$ cat src/rtl/nic_page_regs_pkg.sv
package nic_page_regs_pkg;

   // command register bit positions
   localparam int unsigned CB_STOP  = 0;
   localparam int unsigned CB_START = 1;
   localparam int unsigned CB_XMIT  = 2;
   localparam int unsigned CB_RDRD  = 3;
   localparam int unsigned CB_RDWR  = 4;

   // interrupt status bit positions
   localparam int unsigned IB_XMIT  = 1;
   localparam int unsigned IB_RDONE = 6;
   localparam int unsigned IB_RST   = 7;

   localparam logic [7:0] CMD_AT_RESET = 8'h21;
   localparam logic [7:0] ISR_AT_RESET = 8'h80;
   localparam logic [7:0] IRQ_BITS     = 8'h7F;

   typedef enum logic [1:0] {PG_0 = 2'd0, PG_1 = 2'd1, PG_2 = 2'd2, PG_3 = 2'd3} page_e;

   // {page, offset} register indices
   localparam logic [5:0] IX_RSTART = 6'h01;
   localparam logic [5:0] IX_RSTOP  = 6'h02;
   localparam logic [5:0] IX_BOUND  = 6'h03;
   localparam logic [5:0] IX_XPAGE  = 6'h04;
   localparam logic [5:0] IX_XLEN_L = 6'h05;
   localparam logic [5:0] IX_XLEN_H = 6'h06;
   localparam logic [5:0] IX_STAT   = 6'h07;
   localparam logic [5:0] IX_RADR_L = 6'h08;
   localparam logic [5:0] IX_RADR_H = 6'h09;
   localparam logic [5:0] IX_RCNT_L = 6'h0A;
   localparam logic [5:0] IX_RCNT_H = 6'h0B;
   localparam logic [5:0] IX_RXCFG  = 6'h0C;
   localparam logic [5:0] IX_DCFG   = 6'h0E;
   localparam logic [5:0] IX_MASK   = 6'h0F;
   localparam logic [5:0] IX_STA0   = 6'h11;
   localparam logic [5:0] IX_CUR    = 6'h17;
   localparam logic [5:0] IX_HASH0  = 6'h18;
   localparam logic [5:0] IX_RB_RSTART = 6'h21;
   localparam logic [5:0] IX_RB_RSTOP  = 6'h22;
   localparam logic [5:0] IX_RB_XPAGE  = 6'h24;
   localparam logic [5:0] IX_RB_RXCFG  = 6'h2C;
   localparam logic [5:0] IX_RB_DCFG   = 6'h2E;
   localparam logic [5:0] IX_RB_MASK   = 6'h2F;
   localparam logic [5:0] IX_CFG_A     = 6'h35;
   localparam logic [5:0] IX_CFG_B     = 6'h36;

   function automatic logic [5:0] reg_index(page_e pg, logic [3:0] off);
      return {pg, off};
   endfunction

endpackage

$ cat src/rtl/nic_cmd_ctrl.sv
module nic_cmd_ctrl
   import nic_page_regs_pkg::*;
#(
   parameter int unsigned DATA_W = 8
) (
   input  logic                  clk,
   input  logic                  rst,
   input  logic                  cmd_we,
   input  logic [DATA_W-1:0]     wdata,
   input  logic                  rcnt_zero,
   input  logic [DATA_W-1:0]     cur_xpage,
   input  logic [2*DATA_W-1:0]   cur_xlen,
   output logic [DATA_W-1:0]     cmd_q,
   output logic [DATA_W-1:0]     tstat_q,
   output logic                  set_xmit,
   output logic                  set_rdone,
   output logic                  clr_rstflag,
   output logic                  xmit_req,
   output logic [DATA_W-1:0]     xmit_page,
   output logic [2*DATA_W-1:0]   xmit_len
);

   logic running_wr;
   logic fire;
   logic [DATA_W-1:0] cmd_next;

   always_comb begin
      running_wr  = cmd_we && !wdata[CB_STOP];
      fire        = running_wr && wdata[CB_XMIT];
      set_xmit    = fire;
      clr_rstflag = running_wr;
      set_rdone   = running_wr && (wdata[CB_RDRD] || wdata[CB_RDWR]) && rcnt_zero;
      cmd_next    = wdata;
      if (fire) cmd_next[CB_XMIT] = 1'b0;
   end

   always_ff @(posedge clk) begin
      if (rst) begin
         cmd_q     <= CMD_AT_RESET;
         tstat_q   <= '0;
         xmit_req  <= 1'b0;
         xmit_page <= '0;
         xmit_len  <= '0;
      end else begin
         xmit_req <= fire;
         if (cmd_we) cmd_q <= cmd_next;
         if (fire) begin
            tstat_q   <= {{(DATA_W-1){1'b0}}, 1'b1};
            xmit_page <= cur_xpage;
            xmit_len  <= cur_xlen;
         end
      end
   end

   AST_XMIT_AUTOCLR: assert property (@(posedge clk) disable iff (rst)
      fire |=> (!cmd_q[CB_XMIT] && xmit_req && tstat_q == 8'h01));
   AST_STOPPED_NO_XMIT: assert property (@(posedge clk) disable iff (rst)
      (cmd_we && wdata[CB_STOP]) |=> !xmit_req);

endmodule

$ cat src/rtl/nic_isr_unit.sv
module nic_isr_unit
   import nic_page_regs_pkg::*;
#(
   parameter int unsigned DATA_W = 8
) (
   input  logic              clk,
   input  logic              rst,
   input  logic              reset_access,
   input  logic              stat_we,
   input  logic [DATA_W-1:0] wdata,
   input  logic              set_xmit,
   input  logic              set_rdone,
   input  logic              clr_rstflag,
   input  logic [DATA_W-1:0] mask,
   output logic [DATA_W-1:0] isr_q,
   output logic              irq
);

   logic [DATA_W-1:0] clr_v, set_v;

   always_comb begin
      clr_v = stat_we ? (wdata & IRQ_BITS) : '0;
      if (clr_rstflag) clr_v[IB_RST] = 1'b1;
      set_v = '0;
      set_v[IB_XMIT]  = set_xmit;
      set_v[IB_RDONE] = set_rdone;
   end

   always_ff @(posedge clk) begin
      if (rst)               isr_q <= ISR_AT_RESET;
      else if (reset_access) isr_q <= ISR_AT_RESET;
      else                   isr_q <= (isr_q & ~clr_v) | set_v;
   end

   assign irq = |(isr_q & mask & IRQ_BITS);

   AST_STAT_W1C: assert property (@(posedge clk) disable iff (rst)
      (stat_we && !reset_access) |=> ((isr_q & $past(wdata) & IRQ_BITS) == '0));
   AST_RSTFLAG_CLR: assert property (@(posedge clk) disable iff (rst)
      (clr_rstflag && !reset_access) |=> !isr_q[IB_RST]);
   AST_RDONE_SET: assert property (@(posedge clk) disable iff (rst)
      (set_rdone && !reset_access) |=> isr_q[IB_RDONE]);
   AST_IRQ_MASKED: assert property (@(posedge clk) disable iff (rst)
      ((mask & IRQ_BITS) == '0) |-> !irq);
   AST_RESET_ACCESS: assert property (@(posedge clk) disable iff (rst)
      reset_access |=> (isr_q == ISR_AT_RESET));

endmodule

$ cat src/rtl/nic_cfg_regs.sv
module nic_cfg_regs
   import nic_page_regs_pkg::*;
#(
   parameter int unsigned DATA_W       = 8,
   parameter int unsigned MEM_END_PAGE = 128,
   parameter int unsigned STA_BYTES    = 6,
   parameter int unsigned HASH_BYTES   = 8
) (
   input  logic                clk,
   input  logic                rst,
   input  logic                we,
   input  logic [5:0]          idx,
   input  logic [DATA_W-1:0]   wdata,
   output logic [DATA_W-1:0]   rstart_q,
   output logic [DATA_W-1:0]   rstop_q,
   output logic [DATA_W-1:0]   bound_q,
   output logic [DATA_W-1:0]   cur_q,
   output logic [DATA_W-1:0]   xpage_q,
   output logic [DATA_W-1:0]   rxcfg_q,
   output logic [DATA_W-1:0]   dcfg_q,
   output logic [DATA_W-1:0]   mask_q,
   output logic [2*DATA_W-1:0] xlen_q,
   output logic [2*DATA_W-1:0] radr_q,
   output logic [2*DATA_W-1:0] rcnt_q,
   output logic [DATA_W-1:0]   sta_q  [STA_BYTES],
   output logic [DATA_W-1:0]   hash_q [HASH_BYTES]
);

   localparam int unsigned NPAIR = 3;
   localparam logic [DATA_W:0] END_PG = (DATA_W+1)'(MEM_END_PAGE);
   localparam logic [5:0] PAIR_LO [NPAIR] = '{IX_XLEN_L, IX_RADR_L, IX_RCNT_L};
   localparam logic [5:0] PAIR_HI [NPAIR] = '{IX_XLEN_H, IX_RADR_H, IX_RCNT_H};

   logic [DATA_W:0] wv;
   logic            fits_incl, fits_excl;
   logic [2*DATA_W-1:0] pair_q [NPAIR];

   assign wv        = {1'b0, wdata};
   assign fits_incl = (wv <= END_PG);
   assign fits_excl = (wv <  END_PG);

   always_ff @(posedge clk) begin
      if (rst) begin
         rstart_q <= '0; rstop_q <= '0; bound_q <= '0; cur_q <= '0;
         xpage_q  <= '0; rxcfg_q <= '0; dcfg_q  <= '0; mask_q <= '0;
      end else if (we) begin
         unique case (idx)
            IX_RSTART: if (fits_incl) rstart_q <= wdata;
            IX_RSTOP:  if (fits_incl) rstop_q  <= wdata;
            IX_BOUND:  if (fits_excl) bound_q  <= wdata;
            IX_CUR:    if (fits_excl) cur_q    <= wdata;
            IX_XPAGE:  xpage_q <= wdata;
            IX_RXCFG:  rxcfg_q <= wdata;
            IX_DCFG:   dcfg_q  <= wdata;
            IX_MASK:   mask_q  <= wdata;
            default: ;
         endcase
      end
   end

   for (genvar p = 0; p < NPAIR; p++) begin : g_pair
      always_ff @(posedge clk) begin
         if (rst)                          pair_q[p] <= '0;
         else if (we && idx == PAIR_LO[p]) pair_q[p][DATA_W-1:0] <= wdata;
         else if (we && idx == PAIR_HI[p]) pair_q[p][2*DATA_W-1:DATA_W] <= wdata;
      end
   end

   assign xlen_q = pair_q[0];
   assign radr_q = pair_q[1];
   assign rcnt_q = pair_q[2];

   for (genvar s = 0; s < STA_BYTES; s++) begin : g_sta
      always_ff @(posedge clk) begin
         if (rst)                                 sta_q[s] <= '0;
         else if (we && idx == IX_STA0 + 6'(s))   sta_q[s] <= wdata;
      end
   end

   for (genvar h = 0; h < HASH_BYTES; h++) begin : g_hash
      always_ff @(posedge clk) begin
         if (rst)                                 hash_q[h] <= '0;
         else if (we && idx == IX_HASH0 + 6'(h))  hash_q[h] <= wdata;
      end
   end

   AST_BOUND_IN_MEM: assert property (@(posedge clk) disable iff (rst)
      ({1'b0, bound_q} < END_PG) && ({1'b0, cur_q} < END_PG));
   AST_RING_IN_MEM: assert property (@(posedge clk) disable iff (rst)
      ({1'b0, rstart_q} <= END_PG) && ({1'b0, rstop_q} <= END_PG));

endmodule

$ cat src/rtl/nic_read_mux.sv
module nic_read_mux
   import nic_page_regs_pkg::*;
#(
   parameter int unsigned DATA_W     = 8,
   parameter int unsigned STA_BYTES  = 6,
   parameter int unsigned HASH_BYTES = 8,
   parameter logic [7:0]  ID_LO      = 8'h50,
   parameter logic [7:0]  ID_HI      = 8'h43,
   parameter logic [7:0]  CFG_CONST  = 8'h40
) (
   input  logic [5:0]          idx,
   input  logic [DATA_W-1:0]   cmd_q,
   input  logic [DATA_W-1:0]   isr_q,
   input  logic [DATA_W-1:0]   tstat_q,
   input  logic [DATA_W-1:0]   rstart_q,
   input  logic [DATA_W-1:0]   rstop_q,
   input  logic [DATA_W-1:0]   bound_q,
   input  logic [DATA_W-1:0]   cur_q,
   input  logic [DATA_W-1:0]   xpage_q,
   input  logic [DATA_W-1:0]   rxcfg_q,
   input  logic [DATA_W-1:0]   dcfg_q,
   input  logic [DATA_W-1:0]   mask_q,
   input  logic [2*DATA_W-1:0] radr_q,
   input  logic [DATA_W-1:0]   sta_q  [STA_BYTES],
   input  logic [DATA_W-1:0]   hash_q [HASH_BYTES],
   output logic [DATA_W-1:0]   rdata
);

   always_comb begin
      rdata = '0;
      if (idx[3:0] == 4'h0) begin
         rdata = cmd_q;
      end else begin
         case (idx)
            IX_BOUND:     rdata = bound_q;
            IX_XPAGE:     rdata = tstat_q;
            IX_STAT:      rdata = isr_q;
            IX_RADR_L:    rdata = radr_q[DATA_W-1:0];
            IX_RADR_H:    rdata = radr_q[2*DATA_W-1:DATA_W];
            IX_RCNT_L:    rdata = ID_LO;
            IX_RCNT_H:    rdata = ID_HI;
            IX_CUR:       rdata = cur_q;
            IX_RB_RSTART: rdata = rstart_q;
            IX_RB_RSTOP:  rdata = rstop_q;
            IX_RB_XPAGE:  rdata = xpage_q;
            IX_RB_RXCFG:  rdata = rxcfg_q;
            IX_RB_DCFG:   rdata = dcfg_q;
            IX_RB_MASK:   rdata = mask_q;
            IX_CFG_A:     rdata = CFG_CONST;
            IX_CFG_B:     rdata = CFG_CONST;
            default:      rdata = '0;
         endcase
         for (int s = 0; s < STA_BYTES; s++)
            if (idx == IX_STA0 + 6'(s)) rdata = sta_q[s];
         for (int h = 0; h < HASH_BYTES; h++)
            if (idx == IX_HASH0 + 6'(h)) rdata = hash_q[h];
      end
   end

endmodule

$ cat src/rtl/nic_page_regs.sv
module nic_page_regs
   import nic_page_regs_pkg::*;
#(
   parameter int unsigned DATA_W       = 8,
   parameter int unsigned ADDR_W       = 4,
   parameter int unsigned MEM_END_PAGE = 128,
   parameter int unsigned STA_BYTES    = 6,
   parameter int unsigned HASH_BYTES   = 8
) (
   input  logic                clk,
   input  logic                rst,
   input  logic                bus_we,
   input  logic [ADDR_W-1:0]   bus_addr,
   input  logic [DATA_W-1:0]   bus_wdata,
   output logic [DATA_W-1:0]   bus_rdata,
   input  logic                reset_access,
   output logic                irq,
   output logic                xmit_req,
   output logic [DATA_W-1:0]   xmit_page,
   output logic [2*DATA_W-1:0] xmit_len
);

   if (DATA_W != 8) begin : g_bad_data_w
      $error("nic_page_regs: DATA_W must be 8");
   end
   if (ADDR_W != 4) begin : g_bad_addr_w
      $error("nic_page_regs: ADDR_W must be 4");
   end
   if (MEM_END_PAGE < 1 || MEM_END_PAGE > 255) begin : g_bad_end
      $error("nic_page_regs: MEM_END_PAGE out of range");
   end
   if (STA_BYTES < 1 || STA_BYTES > 6) begin : g_bad_sta
      $error("nic_page_regs: STA_BYTES must be 1..6");
   end
   if (HASH_BYTES < 1 || HASH_BYTES > 8) begin : g_bad_hash
      $error("nic_page_regs: HASH_BYTES must be 1..8");
   end

   logic [DATA_W-1:0]   cmd_q, isr_q, tstat_q;
   logic [DATA_W-1:0]   rstart_q, rstop_q, bound_q, cur_q, xpage_q, rxcfg_q, dcfg_q, mask_q;
   logic [2*DATA_W-1:0] xlen_q, radr_q, rcnt_q;
   logic [DATA_W-1:0]   sta_q  [STA_BYTES];
   logic [DATA_W-1:0]   hash_q [HASH_BYTES];
   logic                set_xmit, set_rdone, clr_rstflag;
   page_e               page;
   logic [5:0]          idx;
   logic                cmd_we, reg_we, stat_we;

   assign page    = page_e'(cmd_q[7:6]);
   assign idx     = reg_index(page, bus_addr);
   assign cmd_we  = bus_we && (bus_addr == '0);
   assign reg_we  = bus_we && (bus_addr != '0);
   assign stat_we = reg_we && (idx == IX_STAT);

   nic_cmd_ctrl #(.DATA_W(DATA_W)) u_cmd (
      .clk(clk), .rst(rst), .cmd_we(cmd_we), .wdata(bus_wdata),
      .rcnt_zero(rcnt_q == '0), .cur_xpage(xpage_q), .cur_xlen(xlen_q),
      .cmd_q(cmd_q), .tstat_q(tstat_q), .set_xmit(set_xmit),
      .set_rdone(set_rdone), .clr_rstflag(clr_rstflag),
      .xmit_req(xmit_req), .xmit_page(xmit_page), .xmit_len(xmit_len)
   );

   nic_isr_unit #(.DATA_W(DATA_W)) u_isr (
      .clk(clk), .rst(rst), .reset_access(reset_access), .stat_we(stat_we),
      .wdata(bus_wdata), .set_xmit(set_xmit), .set_rdone(set_rdone),
      .clr_rstflag(clr_rstflag), .mask(mask_q), .isr_q(isr_q), .irq(irq)
   );

   nic_cfg_regs #(.DATA_W(DATA_W), .MEM_END_PAGE(MEM_END_PAGE),
                  .STA_BYTES(STA_BYTES), .HASH_BYTES(HASH_BYTES)) u_cfg (
      .clk(clk), .rst(rst), .we(reg_we), .idx(idx), .wdata(bus_wdata),
      .rstart_q(rstart_q), .rstop_q(rstop_q), .bound_q(bound_q), .cur_q(cur_q),
      .xpage_q(xpage_q), .rxcfg_q(rxcfg_q), .dcfg_q(dcfg_q), .mask_q(mask_q),
      .xlen_q(xlen_q), .radr_q(radr_q), .rcnt_q(rcnt_q),
      .sta_q(sta_q), .hash_q(hash_q)
   );

   nic_read_mux #(.DATA_W(DATA_W), .STA_BYTES(STA_BYTES), .HASH_BYTES(HASH_BYTES)) u_rd (
      .idx(idx), .cmd_q(cmd_q), .isr_q(isr_q), .tstat_q(tstat_q),
      .rstart_q(rstart_q), .rstop_q(rstop_q), .bound_q(bound_q), .cur_q(cur_q),
      .xpage_q(xpage_q), .rxcfg_q(rxcfg_q), .dcfg_q(dcfg_q), .mask_q(mask_q),
      .radr_q(radr_q), .sta_q(sta_q), .hash_q(hash_q), .rdata(bus_rdata)
   );

   AST_REQ_FLAGS_STATUS: assert property (@(posedge clk) disable iff (rst)
      (cmd_we && bus_wdata[CB_XMIT] && !bus_wdata[CB_STOP] && !reset_access)
      |=> (xmit_req && isr_q[IB_XMIT]));

endmodule

$ cat config.mk
export PLATFORM = sky130hd
export DESIGN_NAME = nic_page_regs
export DESIGN_NICKNAME = d
export VERILOG_FILES = /design/src/rtl/nic_page_regs_pkg.sv /design/src/rtl/nic_cmd_ctrl.sv /design/src/rtl/nic_isr_unit.sv /design/src/rtl/nic_cfg_regs.sv /design/src/rtl/nic_read_mux.sv /design/src/rtl/nic_page_regs.sv
export SDC_FILE = /design/constraint.sdc
export NUM_CORES = 1
export LEC_CHECK = 0
export BUFFER_PORTS_ARGS = -buffer_cell sky130_fd_sc_hd__buf_2
export CAP_MARGIN = 15
export CORE_MARGIN = 5
export CORE_UTILIZATION = 45
export CTS_CLUSTER_SIZE = 28
export DETAILED_ROUTE_END_ITERATION = 10
export GPL_ROUTABILITY_DRIVEN = 1
export PLACE_DENSITY = 0.6
export SLEW_MARGIN = 5
export SYNTH_ARGS = -nofsm -noshare
export SYNTH_HDL_FRONTEND = slang
export SYNTH_SLANG_ARGS = --single-unit
$ cat constraint.sdc
create_clock -name clk -period 2.4 [get_ports clk]
set_input_delay 0.12 -clock clk [delete_from_list [all_inputs] [get_ports clk]]
set_output_delay 0.12 -clock clk [all_outputs]
set_load 0.02 [all_outputs]
Yosys cells after proc, flatten, opt, wreduce, memory -nomap -nowiden. Memories as Yosys holds them, arrays and structs flattened. A register that Yosys moved wholly into a read port is not among the register bits. Cells that the tools add are included.

Register bits: 202. Bits in writable memories: 48. Input bits: 16. Output and inout port bits: 34. Logic and storage cells: 168. Memories: 1.

Magnitude comparators: 2. Equality and inequality tests: 37. Mux-type cells: 48. Bitwise gates (word level): 10. Reduce and logical (&&, ||, !) cells: 43.

Memories: u_cfg.pair_q (words 3, width 16, rd ports 3, clocked after memory_dff 1, wr ports 3, line nic_cfg_regs.sv:36) `logic [2*DATA_W-1:0] pair_q [NPAIR];`.

Operators by type and width (number): 8-bit 2-to-1 mux (21); 8-bit one-hot mux with 15 select lines (1); 6-bit by 5-bit == test with 1-bit output, second input constant (15); 6-bit == test, second input constant (8); 6-bit by 4-bit == test with 1-bit output, second input constant (7); 1-bit logical AND (27); 1-bit 2-to-1 mux (25); 6-bit by 3-bit == test with 1-bit output, second input constant (4); 16-bit zero test (1); 6-bit by 2-bit == test with 1-bit output, second input constant (2); 3-bit AND reduction (4); 8-bit bitwise AND (1); 8-bit less-or-equal comparator, second input constant (1); 8-bit < comparator, second input constant (1); 8-bit NOT (1); 8-bit by 7-bit bitwise OR with 8-bit output (1); 2-bit AND reduction (4); 7-bit bitwise AND (1); 7-bit 2-to-1 mux (1); 7-bit OR reduction (1); 6-bit by 1-bit == test with 1-bit output, second input constant (1); 1-bit bitwise OR (6); 4-bit zero test (1); 4-bit nonzero test (1); 3 further kinds (4).

Longest topological paths before layout.
Depth in word-level cells: 18. Mapped depth: 10. Mapped depth without buffers: 6.

By module. From an unflattened synthesis, not the netlist that was laid out.

Cells, all modules: 1299. Area, all modules: 12804.8 µm².

By module, submodules not included: nic_cfg_regs (instances 1, cells an instance 743, area an instance 8448.1 µm², seq. area each 4964.8 µm²); nic_read_mux (instances 1, cells an instance 371, area an instance 2487.4 µm², seq. area each 0.0 µm²); nic_cmd_ctrl (instances 1, cells an instance 146, area an instance 1515.2 µm², seq. area each 680.7 µm²); nic_isr_unit (instances 1, cells an instance 29, area an instance 285.3 µm², seq. area each 160.2 µm²); nic_page_regs (instances 1, cells an instance 10, area an instance 68.8 µm², seq. area each 0.0 µm²).

Worst setup path after synthesis. Ideal clock, no wire load.

Path kind: register -> output. Start: register u_cmd.cmd_q[6]. End: output bus_rdata[2]. Arrival: 1.927 ns. Data required time: 2.280 ns. Slack: 0.353 ns. Stages on the path, launching flop included: 8. Path buffers: 1. Cell sequence: dfxtp_1 -> or2_2 -> clkbuf_1 -> nor3_1 -> a22oi_1 -> o311ai_0 -> nor3_1 -> o221ai_1.

Longest elaborated chain between the ends: 18. Elaborated cells between the ends (all ways): 47.

Ends and longest elaborated chain: start: declaration (line nic_cmd_ctrl.sv:13) `output logic [DATA_W-1:0] cmd_q,`; start signal: assignment (line nic_cmd_ctrl.sv:46) `if (cmd_we) cmd_q <= cmd_next;`; 6-bit == test (line nic_read_mux.sv:34) `case (idx)`; 2-bit OR reduction (no source line); 8-bit one-hot mux with 15 select lines (line nic_read_mux.sv:34); 8-bit 2-to-1 mux (6 in a row) (line nic_read_mux.sv:54) `if (idx == IX_STA0 + 6'(s)) rdata = sta_q[s];`; 8-bit 2-to-1 mux (7 in a row) (line nic_read_mux.sv:56) `if (idx == IX_HASH0 + 6'(h)) rdata = hash_q[h];`; 8-bit 2-to-1 mux (*) (line nic_read_mux.sv:56); 8-bit 2-to-1 mux (*) (line nic_read_mux.sv:31) `if (idx[3:0] == 4'h0) begin`; end: declaration (line nic_page_regs.sv:15) `output logic [DATA_W-1:0] bus_rdata,`.

Every way passes the cells marked *; elsewhere a longest branch is shown, timed or not.

Worst setup path in the final report.
Start: register u_cmd.cmd_q[7]. End: output bus_rdata[0].

The elaborated chain is that of the path after synthesis.

==> impl_metrics.csv <==
group,metric,value,unit
run_status,status,"complete, but fails checks",
run_status,violations,"setup timing",
pwr,combPwrFrac,6.0,%
run,maxCapViolCount,0,
sta,slew_violations,0,
synth,synthSimpleGateAreaFrac,24.2,%
global_routing,antenna_found_initial,0,
pwr,leakagePower,0.00545,uW
pwr,power_density,651,mW/mm^2
clocking,path_clk_slew,60,ps
synth,synth_compound_area_share,17.8,%
place,post-place-ws,-517,ps
synth,synth_enable_flop_cells,48,
global_routing,grt_usage,26.7,%
place,placed_cells,1760,
layout,drive_gt1_share,20.8,%
setup_path,criticalPathCategory,"reg -> out",
synth,yosysTopAreaCellShare,36.7,%
layout,fin_area,0.0144,sq mm
drt,detail_route.wl_per_cell,22.8,um
pwr,vdd_drop_max,0.564,mV
synth,synthAdderAreaFrac,0,%
layout,fin_nets,1485,
drt,drc,0,
floorplanning,die-area,0.0298,sq mm
min_path,hold_class,"in -> reg",
sta,rsz0062_at_grt,"yes",
clocking,cts_tree,"yes",
setup_path,startpoint_type,"flop",
layout,antenna_cells,0,
pwr,internal-power,7170,uW
synth,synth_warnings,0,
place,io_buffers,49,
sta,slew_headroom,39.3,%
sta,finalCritPeriodShare,112,%
drt,drt-initial-drc-count,1383,
drt,final_antenna_net_count,0,
place,place_area,0.0130,sq mm
floorplanning,die_h,173,um
synth,synth_seq_cells,266,
floorplanning,core-area,0.0261,sq mm
layout,syn_to_final_growth,21.0,%
synth,ys_types,78,
layout,fin_cells,1824,
synth,synth_common_cells,"296 x nand2_1, 218 x dfxtp_1, 165 x a21oi_1",
pwr,seqPwrFrac,49.1,%
clocking,clock_latency,560,ps
clocking,clock_path_buffers,3,
synth,async_flop_share,0,%
synth,syn-cell-area,0.0119,sq mm
sta,hold_ws,35.7,ps
floorplanning,ioPinCount,50,
sta,worst_pin_slew,904,ps
layout,num-fill-cells,2407,
global_routing,grt_max_degree,59,
global_routing,grt_pass1_wl,63300,um
synth,synth_top_area_cell,"dfxtp_1",
setup_path,critPathArrivalTime,2580,ps
floorplanning,fp.dieW,173,um
place,dp_hpwl,28400,um
synth,syn-instance-count,1369,
floorplanning,start_util,45.6,%
synth,synth_nets,1385,
setup_path,cp_max_fo,8,
synth,ys_seq_area_share,48.8,%
synth,synthXorXnorAreaFrac,0.0736,%
drt,wl,41700,um
pwr,switchingPower,2190,uW
clocking,cts_sinks,266,
drt,vias,10800,
clocking,cts_buffers,28,
synth,synth_top_family_by_area,"simple AND/OR/NAND/NOR gates",
global_routing,grt_pass1_vias,10100,
sta,setup_slack,-300,ps
synth,synth.most_common_cell,"nand2_1",
sta,setup_viol,8,
setup_path,critPathRequiredTime,2280,ps
place,gp_congestion,1.00,
sta,clock.fmax,370,MHz
sta,finalCriticalPeriod,2700,ps
synth,synth.avg_cell_area,8.69,sq um
setup_path,critPathCaptureType,"output pin",
clocking,root_buffer,"clkbuf_16",
sta,fin_tns_setup,-1990,ps
synth,synthMuxAreaShare,5.13,%
drt,dr.pass1.iters,8,
drt,viasPerCell,5.93,
sta,skew,10.1,ps
sta,hold_viol,0,
synth,synthTopCellsByArea,"dfxtp_1 37%, edfxtp_1 12%, nand2_1 9.3%",
floorplanning,rows,59,
pwr,power.share.switching,23.4,%
global_routing,gr-total-overflow,0,
clocking,h-tree-depth,1,
synth,ys.flop_type,"dfxtp_1",
pwr,pwr-share-clk,44.9,%
[critical path, cell delays in order (launching register included)]
cell and delay (ps):
dfxtp_4 370, nand2b_4 160, buf_6 140, or3_4 390, o21a_1 220, a221o_1 320, a21oi_2 160, o31ai_2 100
buf_4 170
[repair_timing]
item | CTS | global route
endpoints found under the setup margin | 8 | 8
resized for setup | 83 | 23
pin swaps | 26 | 15
hold endpoints to repair | 47 | 0
hold buffers | 2 | 0
setup buffers | 9 | 3
[kinds of logic after synthesis]
family | count (synthesis)
XOR/XNOR | 1
flip-flops | 266
multiplexers | 61
AO/OA/AOI/OAI | 341
buffers and inverters | 106
AND/OR/NAND/NOR | 594
[power by group through the flow]
stage          clock network [uW]  registers [uW]  logic (uW)
4_1_cts                      4260            4600         543
2_1_floorplan                   0            4690         300
5_1_grt                      4460            4600         586
6_report                     4200            4600         559
3_5_place_dp                    0            4700         525
3_3_place_gp                    0            4700         522
[worst paths after layout]
check                        to               start  slack [ps]  depth (start not counted)
max                bus_rdata[0]      u_cmd.cmd_q[7]        -300                          8
min             u_cfg.mask_q[3]        bus_wdata[3]          40                          3
max reg2reg     u_cfg.hash_q[9]      u_cmd.cmd_q[7]         200                          7
min reg2reg  u_cmd.xmit_page[3]  u_cmd.xmit_page[3]         450                          2
[cell type report]
type,count,area [sq um],area share [%]
sequential,266,5810,40.4
timing repair buffer,172,1270,8.83
inverter,4,15.0,0.104
tap,335,419,2.91
clock buffer,47,863,6.00
clock inverter,3,26.3,0.183
multi-input combinational,997,5980,41.6
[layer usage]
layer | track usage (%) | routed length (um)
met5 | 0 | 0
met4 | 7.30 | 1220
met3 | 4.56 | 3400
met2 | 40.0 | 18200
met1 | 39.8 | 18800
[flip-flops by register name, indices dropped and copies added (netlist names), 16 cells and up]
name,cells
u_cmd.xmit_len,16
u_cfg.hash_q,64
u_cfg.sta_q,48
u_cfg.pair_q,48
[layout by cell type (no fill, tap or decap), types with 42 or more instances in the layout]
cell / instances
o21ai_0: 46
mux2i_1: 61
nor2_1: 99
nand2_1: 294
edfxtp_1: 48
buf_4: 114
dfxtp_1: 216
and2_1: 56
buf_2: 42
a21oi_1: 164
[metrics by stage]
stage / util (%) / total power (uW)
finish: 55.2 / 9360
global route: 55.2 / 9650
CTS: 54.8 / 9410
detailed placement: 49.7 / 5220
global placement: 49.7 / 5220
floorplan: - / 4990
Note: power is estimated with default switching activity, not from simulation.
